[src/rtl/tickgen_pkg.sv]
package tickgen_pkg;
    // channel and group organisation
    localparam int TG_NUM_CH    = 5;
    localparam int TG_GRP0_SIZE = 2;   // channels below this index use prescaler 0
    localparam int TG_NUM_GRP   = 2;
    // field widths
    localparam int TG_PRE_W     = 8;
    localparam int TG_SEL_W     = 4;
    // register bus
    localparam int TG_DATA_W    = 32;
    localparam int TG_ADDR_W    = 2;
    // derived
    localparam int TG_PRE_BITS  = TG_NUM_GRP * TG_PRE_W;
    localparam int TG_SEL_BITS  = TG_NUM_CH * TG_SEL_W;
    localparam int TG_DIV_W     = (1 << TG_SEL_W) - 1;

    function automatic int tg_group_of(input int ch);
        return (ch < TG_GRP0_SIZE) ? 0 : 1;
    endfunction
endpackage

[src/rtl/tickgen_regs.sv]
module tickgen_regs #(
    parameter int PRE_W   = tickgen_pkg::TG_PRE_W,
    parameter int SEL_W   = tickgen_pkg::TG_SEL_W,
    parameter int NUM_GRP = tickgen_pkg::TG_NUM_GRP,
    parameter int NUM_CH  = tickgen_pkg::TG_NUM_CH,
    parameter int DATA_W  = tickgen_pkg::TG_DATA_W,
    parameter int ADDR_W  = tickgen_pkg::TG_ADDR_W
) (
    input  logic                       clk,
    input  logic                       rst_n,
    input  logic                       wr_en,
    input  logic [ADDR_W-1:0]          addr,
    input  logic [DATA_W-1:0]          wdata,
    output logic [DATA_W-1:0]          rdata,
    output logic [NUM_GRP*PRE_W-1:0]   pre_q_o,
    output logic [NUM_GRP*PRE_W-1:0]   pre_d_o,
    output logic [NUM_CH*SEL_W-1:0]    sel_q_o,
    output logic                       restart_o
);
    localparam int PRE_BITS = NUM_GRP * PRE_W;
    localparam int SEL_BITS = NUM_CH * SEL_W;
    localparam logic [ADDR_W-1:0] ADDR_PRE = ADDR_W'(0);
    localparam logic [ADDR_W-1:0] ADDR_SEL = ADDR_W'(1);
    localparam logic [PRE_W-1:0]  PRE_RST  = PRE_W'(1);

    typedef struct packed {
        logic [PRE_BITS-1:0] pre;
        logic [SEL_BITS-1:0] sel;
    } cfg_t;

    cfg_t cfg_d, cfg_q;
    logic hit_pre, hit_sel;

    always_comb begin
        cfg_d   = cfg_q;
        hit_pre = wr_en && (addr == ADDR_PRE);
        hit_sel = wr_en && (addr == ADDR_SEL);
        if (hit_pre) cfg_d.pre = wdata[PRE_BITS-1:0];
        if (hit_sel) cfg_d.sel = wdata[SEL_BITS-1:0];
    end

    always_ff @(posedge clk or negedge rst_n) begin
        if (!rst_n) begin
            cfg_q.pre <= {NUM_GRP{PRE_RST}};
            cfg_q.sel <= '0;
        end else begin
            cfg_q <= cfg_d;
        end
    end

    always_comb begin
        rdata = '0;
        if (addr == ADDR_PRE) rdata[PRE_BITS-1:0] = cfg_q.pre;
        if (addr == ADDR_SEL) rdata[SEL_BITS-1:0] = cfg_q.sel;
    end

    assign pre_q_o   = cfg_q.pre;
    assign pre_d_o   = cfg_d.pre;
    assign sel_q_o   = cfg_q.sel;
    assign restart_o = hit_pre || hit_sel;
endmodule

[src/rtl/tickgen_prescaler.sv]
module tickgen_prescaler #(
    parameter int PRE_W = tickgen_pkg::TG_PRE_W
) (
    input  logic             clk,
    input  logic             rst_n,
    input  logic             restart,
    input  logic [PRE_W-1:0] load_val,   // value in force after this edge
    input  logic [PRE_W-1:0] reload_val, // value in force now
    output logic             strobe
);
    typedef struct packed {
        logic [PRE_W-1:0] cnt;
    } pre_st_t;

    pre_st_t st_d, st_q;

    always_comb begin
        st_d = st_q;
        if (restart) begin
            st_d.cnt = load_val;
        end else if (st_q.cnt == '0) begin
            st_d.cnt = reload_val;
        end else begin
            st_d.cnt = st_q.cnt - 1'b1;
        end
    end

    always_ff @(posedge clk or negedge rst_n) begin
        if (!rst_n) st_q.cnt <= PRE_W'(1);
        else        st_q     <= st_d;
    end

    assign strobe = (st_q.cnt == '0);
endmodule

[src/rtl/tickgen_divider.sv]
module tickgen_divider #(
    parameter int SEL_W = tickgen_pkg::TG_SEL_W
) (
    input  logic             clk,
    input  logic             rst_n,
    input  logic             restart,
    input  logic             strobe,
    input  logic [SEL_W-1:0] sel,
    output logic             tick
);
    localparam int DIV_W = (1 << SEL_W) - 1;

    typedef struct packed {
        logic [DIV_W-1:0] cnt;
        logic             tick;
    } div_st_t;

    div_st_t          st_d, st_q;
    logic [DIV_W-1:0] limit;

    // limit = 2^sel - 1 as a mask of low ones
    always_comb begin
        for (int b = 0; b < DIV_W; b++) begin
            limit[b] = (b < int'(sel));
        end
    end

    always_comb begin
        st_d      = st_q;
        st_d.tick = 1'b0;
        if (restart) begin
            st_d.cnt = '0;
        end else if (strobe) begin
            if (st_q.cnt == limit) begin
                st_d.cnt  = '0;
                st_d.tick = 1'b1;
            end else begin
                st_d.cnt = st_q.cnt + 1'b1;
            end
        end
    end

    always_ff @(posedge clk or negedge rst_n) begin
        if (!rst_n) begin
            st_q.cnt  <= '0;
            st_q.tick <= 1'b0;
        end else begin
            st_q <= st_d;
        end
    end

    assign tick = st_q.tick;
endmodule

[src/rtl/tickgen_top.sv]
module tickgen_top #(
    parameter int NUM_CH    = tickgen_pkg::TG_NUM_CH,
    parameter int GRP0_SIZE = tickgen_pkg::TG_GRP0_SIZE,
    parameter int PRE_W     = tickgen_pkg::TG_PRE_W,
    parameter int SEL_W     = tickgen_pkg::TG_SEL_W,
    parameter int DATA_W    = tickgen_pkg::TG_DATA_W,
    parameter int ADDR_W    = tickgen_pkg::TG_ADDR_W
) (
    input  logic              clk,
    input  logic              rst_n,
    input  logic              wr_en,
    input  logic [ADDR_W-1:0] addr,
    input  logic [DATA_W-1:0] wdata,
    output logic [DATA_W-1:0] rdata,
    output logic [NUM_CH-1:0] tick
);
    localparam int NUM_GRP  = 2;
    localparam int PRE_BITS = NUM_GRP * PRE_W;
    localparam int SEL_BITS = NUM_CH * SEL_W;

    logic [PRE_BITS-1:0] pre_q, pre_d;
    logic [SEL_BITS-1:0] sel_q;
    logic                restart;
    logic [NUM_GRP-1:0]  grp_strobe;

    tickgen_regs #(
        .PRE_W(PRE_W), .SEL_W(SEL_W), .NUM_GRP(NUM_GRP),
        .NUM_CH(NUM_CH), .DATA_W(DATA_W), .ADDR_W(ADDR_W)
    ) u_regs (
        .clk(clk), .rst_n(rst_n), .wr_en(wr_en), .addr(addr),
        .wdata(wdata), .rdata(rdata), .pre_q_o(pre_q), .pre_d_o(pre_d),
        .sel_q_o(sel_q), .restart_o(restart)
    );

    for (genvar g = 0; g < NUM_GRP; g++) begin : g_pre
        tickgen_prescaler #(.PRE_W(PRE_W)) u_pre (
            .clk(clk), .rst_n(rst_n), .restart(restart),
            .load_val(pre_d[g*PRE_W +: PRE_W]),
            .reload_val(pre_q[g*PRE_W +: PRE_W]),
            .strobe(grp_strobe[g])
        );
    end

    for (genvar c = 0; c < NUM_CH; c++) begin : g_ch
        localparam int GRP = (c < GRP0_SIZE) ? 0 : 1;
        tickgen_divider #(.SEL_W(SEL_W)) u_div (
            .clk(clk), .rst_n(rst_n), .restart(restart),
            .strobe(grp_strobe[GRP]),
            .sel(sel_q[c*SEL_W +: SEL_W]),
            .tick(tick[c])
        );
    end
endmodule

[config.mk]
export PLATFORM = sky130hd
export DESIGN_NAME = tickgen_top
export DESIGN_NICKNAME = d
export VERILOG_FILES = /design/src/rtl/tickgen_pkg.sv /design/src/rtl/tickgen_regs.sv /design/src/rtl/tickgen_prescaler.sv /design/src/rtl/tickgen_divider.sv /design/src/rtl/tickgen_top.sv
export SDC_FILE = /design/constraint.sdc
export NUM_CORES = 1
export LEC_CHECK = 0
export ABC_CLOCK_PERIOD_IN_PS = 3130
export BUFFER_PORTS_ARGS = -buffer_cell sky130_fd_sc_hd__buf_2
export CAP_MARGIN = 20
export CORE_AREA = 10 10 157 159
export DETAILED_ROUTE_END_ITERATION = 7
export DIE_AREA = 0 0 167 169
export GPL_ROUTABILITY_DRIVEN = 0
export GPL_TIMING_DRIVEN = 1
export SLEW_MARGIN = 20
export SYNTH_ARGS = -nofsm -noshare
export SYNTH_HDL_FRONTEND = slang
export SYNTH_SLANG_ARGS = --single-unit
[constraint.sdc]
create_clock -name clk -period 3.13 [get_ports clk]
set_input_delay 0.626 -clock clk [delete_from_list [all_inputs] [get_ports clk]]
set_output_delay 0.626 -clock clk [all_outputs]
set_load 0.03 [all_outputs]
---- Yosys cells after proc, flatten, opt, wreduce, memory -nomap -nowiden ----
Cells that the tools add are included.
storage, ports and cells
  word-level logic and storage cells ...... 142
  input port bits ......................... 37
  flip-flop bits (word level) ............. 132
  output and inout port bits .............. 37
cells by class
  $add $sub $neg .......................... 7
  magnitude comparators ................... 75
  multiplexer cells ....................... 32
  reductions and logical operators ........ 8
  eq/ne operators ......................... 6
operators by type and width
  operator                                            count
  2-to-1 mux 15 bit                                   10
  < comparator 4 bit (first input constant)           35
  2-to-1 mux 16 bit                                   7
  < comparator 3 x 4 -> 1 bit (first input constant)  20
  adder 15 x 1 -> 15 bit (second input constant)      5
  == test 15 bit                                      5
  < comparator 1 x 4 -> 1 bit (first input constant)  10
  < comparator 2 x 4 -> 1 bit (first input constant)  10
  2-to-1 mux 8 bit                                    4
  2-to-1 mux 20 bit                                   1
  logical NOT 8 bit                                   2
  subtractor 8 x 1 -> 8 bit (second input constant)   2
  2-to-1 mux 1 bit                                    10
  nonzero test 2 bit                                  2
  == test 2 x 1 -> 1 bit (second input constant)      1
  logical AND 1 bit                                   2
  logical NOT 2 bit                                   1
  logical OR 1 bit                                    1

---- Logic depth before layout (Yosys ltp) ----
  depth after elaboration ................. 5
  gate-level depth with buffers ........... 10

---- Cells and area by module ----
From an unflattened synthesis, not the netlist that was laid out.
second synthesis, totals
  cell total of the unflattened synthesis .. 1066
  area total of the unflattened synthesis .. 9441.6 sq um
by module, submodules not included
  module             cells each  area each (sq um)  instances
  tickgen_divider    164         1306.3             5
  tickgen_regs       132         1784.2             1
  tickgen_prescaler  57          563.0              2

---- Worst setup path before layout ----
No wires, ideal clock.
  kind .................................... input port to output port
  start point ............................. in addr[0]
  end point ............................... out rdata[10]
  cell stages on the path ................. 4
  arrival time ............................ 2033 ps
  setup slack ............................. 471 ps
  required time ........................... 2504 ps
  path through ............................ clkbuf_1 -> buf_1 -> mux2i_1 -> nor2_1
between the ends
  longest elaborated chain between the ends .. 3
  elaborated cells between the ends (all ways) .. 4
  classes of those cells .................. 1 x eq/ne; 2 x mux; 1 x reduce/logical
ends and longest elaborated chain
  what                 RTL line            source
  start, declared      tickgen_top.sv:12   input logic [ADDR_W-1:0] addr,
  logical NOT 2 bit    tickgen_regs.sv:53  if (addr == ADDR_PRE) rdata[PRE_BITS-1:0] = cfg_q.pre;
  2-to-1 mux 16 bit    tickgen_regs.sv:53
  2-to-1 mux 20 bit *  tickgen_regs.sv:54  if (addr == ADDR_SEL) rdata[SEL_BITS-1:0] = cfg_q.sel;
  end, declared        tickgen_top.sv:14   output logic [DATA_W-1:0] rdata,
Mark *: on every way between the ends. The rest lies on a longest branch, timed or not.

---- Worst setup path after layout ----
  start point ............................. reg u_regs.sel_q_o[5] (netlist name)
  end point ............................... reg g_ch[1].u_div.st_q[10] (netlist name)
between the ends
  longest elaborated chain between the ends .. 5
  elaborated cells between the ends (all ways) .. 19
  classes of those cells .................. 15 x order compare; 1 x eq/ne; 3 x mux
ends and longest elaborated chain
  what                                                 RTL line               source
  < comparator 1 x 4 -> 1 bit (tied with other cells)  tickgen_divider.sv:24  limit[b] = (b < int'(sel));
  == test 15 bit *                                     tickgen_divider.sv:34  if (st_q.cnt == limit) begin
  2-to-1 mux 15 bit *                                  tickgen_divider.sv:34
  2-to-1 mux 16 bit *                                  tickgen_divider.sv:33  end else if (strobe) begin
  2-to-1 mux 15 bit *                                  tickgen_divider.sv:31  if (restart) begin
  end signal, assigned                                 tickgen_divider.sv:48  st_q <= st_d;
  end, declared                                        tickgen_divider.sv:18  div_st_t st_d, st_q;
Mark *: on every way between the ends. The rest lies on a longest branch, timed or not. The select of a mux whose other input is x is not followed.
A chain may end at the register's enable or synchronous reset.

==> results.txt <==
----------------------------------------------------
[STA]
  Unrepaired setup endpoints after global routing ... false
  Fin. Hold Viols ... 0
  Highest clock rate ... just under 400 MHz
  Worst Skew ... 0.00923 ns
  Setup TNS Final ... 0 ns
  Post-layout min period ... 2.59 ns
  Worst setup slack after layout ... roughly 0.54 ns
  Number of slew-limit violations in the final report ... 0
  Worst slew slack as a fraction of its limit ... 48.3%
  Actual transition at the worst max-transition pin ... 0.769 ns
  Share of the clock period used by the worst path after layout ... between 80% and 90%
  Count of endpoints failing setup in the final report ... 0

[CTS]
  CTS Buf Count ... 17
  Deepest level of the CTS H-tree ... 4
  Root Driver ... sky130_fd_sc_hd__clkbuf_16
  Hold buffer count at cts ... 0
  Buffer count from post-CTS setup fixing ... 0
  CTS resizes ... 0
  TritonCTS clock tree ... yes
  Buffers from clock root to sink, at most ... 2
  Clock Sinks ... 132
  Insertion delay to the later sink of the worst-skew pair ... 0.43 ns
  Clk pin slew, worst setup/hold paths ... 0.06 ns

[GRT]
  Overall global routing resource usage ... between 15 and 20%
  Antenna violations before repair ... 0
  Vias in the first global route ... 6,994
  Total gr overflow ... 0
  Pin count of the biggest net entering global routing ... 71
  Wire length of the first global-routing pass ... 36,100 microns

[Pwr]
  Power density over the cells ... 554 nW/um^2
  Peak ir drop on the vdd network ... 0.401 mV
  Leakage power ... 4.07 nW
  Total power ... between 5 and 6 mW

[Placed design]
  Post-DP HPWL ... 14,800 microns
  Count of buffers inserted at the top-level ports ... 49
  Instance area after placement ... 8810 sq um
  Worst slack at placement ... 0.551 ns

[Floorplan]
  Ports placed on the boundary ... 74
  Total die area ... 28,200 sq um
  Placement Rows ... 54
  Die height ... around 170 microns
  Core region area ... ~22,000 sq um
  Effective utilization at floorplan ... 39.1%
  Die W ... 167 microns

[Detailed routing]
  Remaining design rule violation count ... 0
  Antenna violation net count after detailed routing ... 0
  Routed wl met2 ... 9470 microns
  Pre-antenna DRT Iters ... 5
  Post-detailed-route wirelength per cell ... 16.3 microns
  Met1 wire length ... 10,500 microns
  Via density per instance ... 5.49
  Post-Route WL ... 21,300 microns
  Total length of routed met3 wires ... 867 microns
  Count of routing violations after the opening detailed-route iteration ... 504
  Max layer used ... met4
  Number of vias after detailed routing ... 7,172

[Synth]
  Synthesized instance count ... around 1,000
  Sequential area share after synthesis ... about two fifths
  Synth warn ... 0
  Netlist area before placement ... 8430 sq um
  FF+latch count, synth ... approximately 130
  Post-synth top flop ... sky130_fd_sc_hd__dfrtp_1
  Post-synth EDFFs ... 0
  Library cells used by synthesis ... 80
  Fraction of registers with async set or reset after synthesis ... 100%
  Mean post-synth cell area ... about 8.4 sq um

[Final layout]
  Number of nets at the end of the flow ... 1,059
  Design area ... 9410 sq um
  Top library cells by usage in the layout, fill and taps aside ... sky130_fd_sc_hd__nand2_1 (162), sky130_fd_sc_hd__dfrtp_1 (128), sky130_fd_sc_hd__nor2_1 (81)
  Layout overhead on the synthesized area ... 11.6%
  Fill cell total of the finished layout ... approximately 2,100
  Most common cell after layout, fill and taps aside ... sky130_fd_sc_hd__nand2_1
  Layout cells sized above 1 ... 15.1%
  Antenna diode count ... 0

[Critical path]
  Biggest fanout along the worst timing path ... 14
  Data arrival time at the worst-slack endpoint ... 2.91 ns
  Category of the worst setup path launch point ... flop
  Classification of the worst setup path ... reg -> reg
  Required time reported for the critical path endpoint ... 3.45 ns
  Kind of end point of the critical path ... flop

[Min path]
  Class of the most critical hold timing path ... in -> async

[Run]
  Max-cap viol count ... 0

[Outcome]
  Status ... finished, final reports clean

----------------------------------------------------
==> sequential cells by signal (all words and copies together) (netlist names) <==
register,cells
g_ch.u_div.st_q,75
u_regs.sel_q_o,20
g_pre.u_pre.st_q,16
u_regs.pre_q_o,16
g_ch.u_div.tick,5
==> metal layers <==
layer	vias to the layer above	global-route usage (%)
li1	3570	-
met4	0	5.96
met2	150	23.3
met1	3425	20.4
met3	27	3.15
met5	-	0
==> cells by family (layout without fill, tap and decap cells) <==
logic type | Yosys count | in the layout | synth area share, %
fa+ha+maj | 7 | 7 | 1.04
buf+inv | 109 | 124 | 6.36
flops | 132 | 132 | 39.2
simple gates | 452 | 452 | 26.3
mux | 42 | 42 | 5.34
compound gates | 228 | 228 | 18.5
other cells | 1 | 12 | 0.0445
xor+xnor | 30 | 30 | 3.12
==> synthesized netlist by cell type, drive strengths merged (7+ instances only) <==
cell type	count	share of area, %
nand2	162	7.2
dfrtp	128	38
nor2	83	3.8
o21ai	71	4.4
nand3	59	3.5
clkbuf	46	2.1
a21oi	42	2.5
buf	40	3.3
mux2	24	3.2
nor3	24	1.5
inv	23	1.0
mux2i	18	2.1
nand2b	18	1.3
and3	16	1.2
xor2	16	1.7
xnor2	14	1.5
o211ai	12	1.1
a31oi	11	0.99
nand4	11	0.82
nor2b	11	0.82
o22ai	11	0.82
nor4	10	0.99
a21o	9	0.80
and2	9	0.73
or2	9	0.67
a22o	8	0.83
o311ai	8	0.83
and4	7	0.73
ha	7	1.0
or3	7	0.52
or4	7	0.71
==> path summary, 6_finish.rpt <==
check | start | end | slack [ns] | cells after the start
setup reg to reg | u_regs.sel_q_o[5]$_DFFE_PN0P_ | g_ch[1].u_div.st_q[10]$_DFFE_PN0P_ | 0.54 | 8
max in group asynchronous | rst_n | g_pre[1].u_pre.st_q[4]$_DFF_PN0_ | 2.24 | 2
min in group clk | wdata[7] | u_regs.pre_q_o[7]$_DFF_PN0_ | 0.43 | 3
setup / recovery | u_regs.sel_q_o[5]$_DFFE_PN0P_ | g_ch[1].u_div.st_q[10]$_DFFE_PN0P_ | 0.54 | 8
hold reg to reg | u_regs.pre_q_o[0]$_DFF_PN1_ | u_regs.pre_q_o[0]$_DFF_PN1_ | 0.47 | 2
hold / removal | rst_n | g_pre[1].u_pre.st_q[2]$_DFF_PN0_ | 0.21 | 1
==> area by class of cell <==
| class | instances | area (sq um) | area share (%) |
|---|---|---|---|
| clock inverters | 9 | 155 | 1.65 |
| clock buffers | 22 | 444 | 4.72 |
| well taps | 280 | 350 | 3.72 |
| inverters | 23 | 86.3 | 0.917 |
| flip-flops and latches | 132 | 3310 | 35.2 |
| multi-input cells | 771 | 4630 | 49.2 |
| repair buffers | 70 | 434 | 4.61 |
==> report_power, final <==
part	switching (mW)	internal, mW	leakage [nW]
clock	0.759	1.33	0.288
combinational	0.539	0.403	2.04
sequential	0.301	1.89	1.74
total	1.60	3.62	4.07
==> critical path, cell delays in order, from the launching register on <==
cell                      delay, ns
sky130_fd_sc_hd__dfrtp_1       0.62
sky130_fd_sc_hd__xor2_1        0.23
sky130_fd_sc_hd__nor4b_1       0.23
sky130_fd_sc_hd__o21ai_0       0.11
sky130_fd_sc_hd__a211o_1       0.35
sky130_fd_sc_hd__o31ai_4       0.41
sky130_fd_sc_hd__buf_12        0.19
sky130_fd_sc_hd__o21ai_2       0.06
sky130_fd_sc_hd__mux2_2        0.26
==> through the flow <==
stage               hold WS (ns)  std cells  utilization, %
floorplan                  0.330       1012               -
global placement           0.456       1276            40.9
detailed placement         0.459       1276            40.9
CTS                        0.241       1307            43.7
global route               0.268       1307            43.7
finish                     0.207       1307            43.7
No activity file was read; power rests on OpenSTA's default activity.
